===== config.mk =====
export PLATFORM = sky130hd
export DESIGN_NAME = npc_unit
export DESIGN_NICKNAME = d
export VERILOG_FILES = /design/src/rtl/npc_pkg.sv /design/src/rtl/npc_ctrl.sv /design/src/rtl/npc_dpath.sv /design/src/rtl/npc_unit.sv
export SDC_FILE = /design/constraint.sdc
export NUM_CORES = 1
export LEC_CHECK = 0
export BUFFER_PORTS_ARGS = -buffer_cell sky130_fd_sc_hd__buf_2
export CELL_PAD_IN_SITES_DETAIL_PLACEMENT = 0
export CELL_PAD_IN_SITES_GLOBAL_PLACEMENT = 1
export CORE_ASPECT_RATIO = 0.8
export CORE_UTILIZATION = 33
export DETAILED_ROUTE_END_ITERATION = 6
export PLACE_DENSITY = 0.8
export SKIP_LAST_GASP = 1
export SLEW_MARGIN = 20
export SYNTH_ARGS = -nofsm -noshare
export SYNTH_HDL_FRONTEND = slang
export SYNTH_HIERARCHICAL = 1
export SYNTH_SLANG_ARGS = --single-unit

===== constraint.sdc =====
create_clock -name vclk -period 2.9
set_clock_uncertainty 0.2 [all_clocks]
set_input_delay 0 -clock vclk [all_inputs]
set_output_delay 0 -clock vclk [all_outputs]
set_load 0.01 [all_outputs]

===== src/rtl/npc_pkg.sv =====
package npc_pkg;
  localparam logic [5:0] OP_SPECIAL = 6'b000000;
  localparam logic [5:0] OP_REGIMM  = 6'b000001;
  localparam logic [5:0] OP_JREGION = 6'b000010;
  localparam logic [5:0] OP_JREGLNK = 6'b000011;
  localparam logic [5:0] OP_BRSAME  = 6'b000100;
  localparam logic [5:0] OP_BRDIFF  = 6'b000101;
  localparam logic [5:0] OP_BRNPOS  = 6'b000110;
  localparam logic [5:0] OP_BRPOS   = 6'b000111;

  localparam logic [5:0] FN_JIND    = 6'b001000;
  localparam logic [5:0] FN_JINDLNK = 6'b001001;

  localparam logic [4:0] RI_NEG     = 5'b00000;
  localparam logic [4:0] RI_NNEG    = 5'b00001;
  localparam logic [4:0] RI_NEGLNK  = 5'b10000;
  localparam logic [4:0] RI_NNEGLNK = 5'b10001;

  typedef struct packed {
    logic selEq;
    logic selNe;
    logic selLez;
    logic selGtz;
    logic selLtz;
    logic selGez;
    logic selRegion;
    logic selIndirect;
    logic linkOn;
    logic linkRd;
  } npcStrobes_t;
endpackage


===== src/rtl/npc_ctrl.sv =====
module npc_ctrl
  import npc_pkg::*;
(
  input  logic [5:0]  opcode,
  input  logic [4:0]  rtField,
  input  logic [5:0]  funct,
  output npcStrobes_t strobes
);
  always_comb begin
    strobes = '0;
    unique case (opcode)
      OP_BRSAME: strobes.selEq  = 1'b1;
      OP_BRDIFF: strobes.selNe  = 1'b1;
      OP_BRNPOS: strobes.selLez = 1'b1;
      OP_BRPOS:  strobes.selGtz = 1'b1;
      OP_REGIMM: begin
        unique case (rtField)
          RI_NEG:     strobes.selLtz = 1'b1;
          RI_NNEG:    strobes.selGez = 1'b1;
          RI_NEGLNK:  begin strobes.selLtz = 1'b1; strobes.linkOn = 1'b1; end
          RI_NNEGLNK: begin strobes.selGez = 1'b1; strobes.linkOn = 1'b1; end
          default:    strobes = '0;
        endcase
      end
      OP_JREGION: strobes.selRegion = 1'b1;
      OP_JREGLNK: begin strobes.selRegion = 1'b1; strobes.linkOn = 1'b1; end
      OP_SPECIAL: begin
        if (funct == FN_JIND) begin
          strobes.selIndirect = 1'b1;
        end else if (funct == FN_JINDLNK) begin
          strobes.selIndirect = 1'b1;
          strobes.linkOn      = 1'b1;
          strobes.linkRd      = 1'b1;
        end
      end
      default: strobes = '0;
    endcase
  end
endmodule


===== src/rtl/npc_dpath.sv =====
module npc_dpath
  import npc_pkg::*;
#(
  parameter int ADDR_W   = 32,
  parameter int REGION_W = 4,
  parameter int OFF_W    = 16,
  parameter int IDX_W    = 5,
  parameter int LINK_REG = 31,
  localparam int JIDX_W  = ADDR_W - REGION_W - 2
) (
  input  npcStrobes_t         strobes,
  input  logic [ADDR_W-1:0]   curPc,
  input  logic [ADDR_W-1:0]   rsVal,
  input  logic [ADDR_W-1:0]   rtVal,
  input  logic [OFF_W-1:0]    offset,
  input  logic [JIDX_W-1:0]   jumpIdx,
  input  logic [IDX_W-1:0]    rdField,
  output logic [ADDR_W-1:0]   nextPc,
  output logic                taken,
  output logic                linkWe,
  output logic [IDX_W-1:0]    linkIdx,
  output logic [ADDR_W-1:0]   linkVal
);
  localparam int EXT_W = ADDR_W - OFF_W - 2;

  logic [ADDR_W-1:0] slotPc;
  logic [ADDR_W-1:0] seqPc;
  logic [ADDR_W-1:0] branchTgt;
  logic [ADDR_W-1:0] regionTgt;
  logic              rsNeg;
  logic              rsZero;
  logic              condHit;

  assign slotPc    = curPc + ADDR_W'(4);
  assign seqPc     = curPc + ADDR_W'(8);
  assign branchTgt = slotPc + {{EXT_W{offset[OFF_W-1]}}, offset, 2'b00};

  generate
    if (REGION_W > 0) begin : g_region
      assign regionTgt = {curPc[ADDR_W-1 -: REGION_W], jumpIdx, 2'b00};
    end else begin : g_flat
      assign regionTgt = {jumpIdx, 2'b00};
    end
  endgenerate

  assign rsNeg  = rsVal[ADDR_W-1];
  assign rsZero = (rsVal == '0);

  assign condHit = (strobes.selEq  &&  (rsVal == rtVal))
                 | (strobes.selNe  &&  (rsVal != rtVal))
                 | (strobes.selLez && (rsNeg || rsZero))
                 | (strobes.selGtz && !rsNeg && !rsZero)
                 | (strobes.selLtz &&  rsNeg)
                 | (strobes.selGez && !rsNeg);

  always_comb begin
    if (strobes.selIndirect) begin
      nextPc = rsVal;
      taken  = 1'b1;
    end else if (strobes.selRegion) begin
      nextPc = regionTgt;
      taken  = 1'b1;
    end else if (condHit) begin
      nextPc = branchTgt;
      taken  = 1'b1;
    end else begin
      nextPc = seqPc;
      taken  = 1'b0;
    end
  end

  always_comb begin
    linkWe  = strobes.linkOn;
    linkIdx = '0;
    if (strobes.linkOn) begin
      linkIdx = strobes.linkRd ? rdField : IDX_W'(LINK_REG);
    end
  end

  assign linkVal = seqPc;
endmodule


===== src/rtl/npc_unit.sv =====
module npc_unit
  import npc_pkg::*;
#(
  parameter int ADDR_W   = 32,
  parameter int REGION_W = 4,
  parameter int IDX_W    = 5,
  parameter int LINK_REG = 31
) (
  input  logic [ADDR_W-1:0] instr,
  input  logic [ADDR_W-1:0] curPc,
  input  logic [ADDR_W-1:0] rsVal,
  input  logic [ADDR_W-1:0] rtVal,
  output logic [ADDR_W-1:0] nextPc,
  output logic              taken,
  output logic              linkWe,
  output logic [IDX_W-1:0]  linkIdx,
  output logic [ADDR_W-1:0] linkVal
);
  localparam int OFF_W  = 16;
  localparam int JIDX_W = ADDR_W - REGION_W - 2;

  npcStrobes_t strobes;

  npc_ctrl i_ctrl (
    .opcode  (instr[31:26]),
    .rtField (instr[20:16]),
    .funct   (instr[5:0]),
    .strobes (strobes)
  );

  npc_dpath #(
    .ADDR_W   (ADDR_W),
    .REGION_W (REGION_W),
    .OFF_W    (OFF_W),
    .IDX_W    (IDX_W),
    .LINK_REG (LINK_REG)
  ) i_dpath (
    .strobes (strobes),
    .curPc   (curPc),
    .rsVal   (rsVal),
    .rtVal   (rtVal),
    .offset  (instr[OFF_W-1:0]),
    .jumpIdx (instr[JIDX_W-1:0]),
    .rdField (instr[15:11]),
    .nextPc  (nextPc),
    .taken   (taken),
    .linkWe  (linkWe),
    .linkIdx (linkIdx),
    .linkVal (linkVal)
  );
endmodule


==> impl_metrics.json <==
{
  "status": "complete, but fails checks",
  "violations": "DRC, setup timing",
  "postRouteAntennaNets": 0,
  "synth-seq-area-share": 0,
  "synthAdderAreaFrac": 0.1862,
  "grt_pass1_wl_um": 26490,
  "routabilityCongestion": 0.9184,
  "muxShareOfSynthArea": 0.03280,
  "whs_path_depth": 2,
  "portBuffers": 199,
  "vias": 5137,
  "synth-compound-area-share": 0.3071,
  "synthSimpleGateAreaFrac": 0.2290,
  "vias_per_cell": 5.459,
  "max_freq_mhz": 342.6,
  "multi_input_area_sq_mm": 0.003901,
  "grt_start_max_net_pins": 34,
  "setup_slack_ns": -0.01881,
  "antenna_found_initial": 0,
  "grt_overflow": 0,
  "flops_and_latches": 0,
  "pre_cts_ws_ns": -0.1807,
  "ys_warn_count": 6,
  "area_growth_pct": 41.96,
  "wl_per_cell_um": 18.81,
  "drv_slew": 0,
  "fp-row-count": 35,
  "ioPinCount": 199,
  "cp_max_fo": 3,
  "cp.required_ns": 2.70,
  "slew_headroom": 0.3804,
  "syn-mean-instance-area_sq_um": 7.203,
  "maxCapViolCount": 0,
  "worst_slew_pin_slew_ns": 0.9164,
  "holdCritStartpoint": "curPc[1]",
  "core_sq_mm": 0.01165,
  "drt_iter0_drc": 287,
  "p_total_mw": 1.228,
  "drtPass1Iterations": 7,
  "setup_viol": 2,
  "first_global_vias": 4913,
  "finalHoldViolations": 0,
  "cp-start-kind": "input port",
  "diodes": 0,
  "crit_path_start": "curPc[3]",
  "fp.dieW_um": 125.2,
  "die_h_um": 100.5,
  "crit_arrival_ns": 2.72,
  "drc_errors": 22,
  "dieArea_sq_mm": 0.01258,
  "regArea_sq_um": 0,
  "hpwl_um": 15030,
  "synthesis.nets": 743,
  "period_share": 1.006,
  "crit_path_end_kind": "output port",
  "synth_area_sq_mm": 0.004005,
  "synth_xor_area_frac": 0.1903,
  "nets": 982,
  "initial_core_util": 0.3438,
  "cellPowerDensity_mw_per_mm2": 216.0,
  "timing.final.crit_period_ns": 2.919,
  "drive_gt1_frac": 0.3960,
  "rsz0062_at_grt": "yes",
  "hold_path_end": "linkVal[1]",
  "p_leak_nw": 2.782,
  "synth_cell_types": 70,
  "ir_worst_vdd_mv": 0.1051,
  "fillers": 1227,
  "syn-instance-count": 556,
  "clkbuf_count": 0,
  "tns_ns": -0.03055,
  "critPathKind": "input port to output port",
  "wl_um": 17700,
  "grtUsageTotal": 0.2670,
  "min_path_type": "input port to output port",
  "synth_top_family_by_area": "compound AO/OA/AOI/OAI gates"
}
cell usage after synthesis (all sizes together), types with 15 or more instances:
library cell	n	area (sq um)
nand2	51	191.4
a21oi	46	252.7
xor2	15	131.4
inv	20	75.07
xnor2	72	630.6
nand4	19	125.1
nor3	15	80.08
nand3	21	110.1
ha	58	725.7
a21o	25	188.9
o21ai	24	120.1
nor2	40	155.1
worst max-delay path by stage:
stage | to | depth (start not counted)
after floorplan | nextPc[27] | 12
after global placement | nextPc[19] | 15
after CTS | nextPc[29] | 16
final | nextPc[29] | 14
after global routing | nextPc[31] | 15
after detailed placement | nextPc[31] | 14
per-stage QoR:
stage               cells  hold slack [ns]  utilization  instance area [sq um]
floorplan             556          -0.1495            -                   4005
global placement      940         0.001731       0.4750                   5533
detailed placement    940       -0.0001560       0.4750                   5533
CTS                   940         0.001315       0.4784                   5573
global route          941          0.01228       0.4881                   5685
finish                941         0.002089       0.4881                   5685
timing repair:
action | in CTS | in global routing
resized for setup | 8 | 21
pin swaps | 6 | 23
setup buffers | 0 | 1
setup endpoints to repair | 9 | 13
hold buffers | 0 | 0
cloned | 0 | 0
worst max-delay path, stage by stage:
cell and delay [ns]:
buf_8 0.10, ha_4 0.24, ha_4 0.17, fa_2 0.36, a21o_1 0.20, nand4_1 0.15
a21oi_2 0.10, o31ai_4 0.26, o31ai_2 0.11, a21o_2 0.24, a21o_1 0.18, a31o_1 0.21
a221oi_2 0.22, buf_2 0.17
per-layer routing:
layer  vias to the layer above  part of all wire  global-route usage
met5                         -                 0                   0
met4                         0            0.0077             0.02158
met3                         8             0.060             0.02919
met2                       173              0.46              0.4465
met1                      2419              0.48              0.3823
li1                       2537                 -                   -
cell families after synthesis:
family | count (synthesis)
AOI/OAI and AO/OA | 170
xor gates and xnor gates | 87
adders and majority gates | 59
buffers and inverters | 46
muxes | 13
and+or+nand+nor | 181
layout make-up:
cell class         count  area share
multi-input cells    510      0.6862
repair buffers       263      0.2680
well taps            148     0.03257
inverters             20     0.01320
placed cells by master, fill, tap and decap left out, types with 17 or more instances in the layout:
cell       n
a21o_1    24
buf_4     62
o21ai_0   18
buf_2    194
ha_1      53
inv_1     17
nand4_1   18
a21oi_1   37
nand2_1   51
xnor2_1   72
nand3_1   20
nor2_1    38
power by group:
group,switching (mW),internal [mW]
combinational,0.650,0.578
clock,0,0
sequential,0,0
total,0.650,0.578
Power figures use the tool's default switching activity.
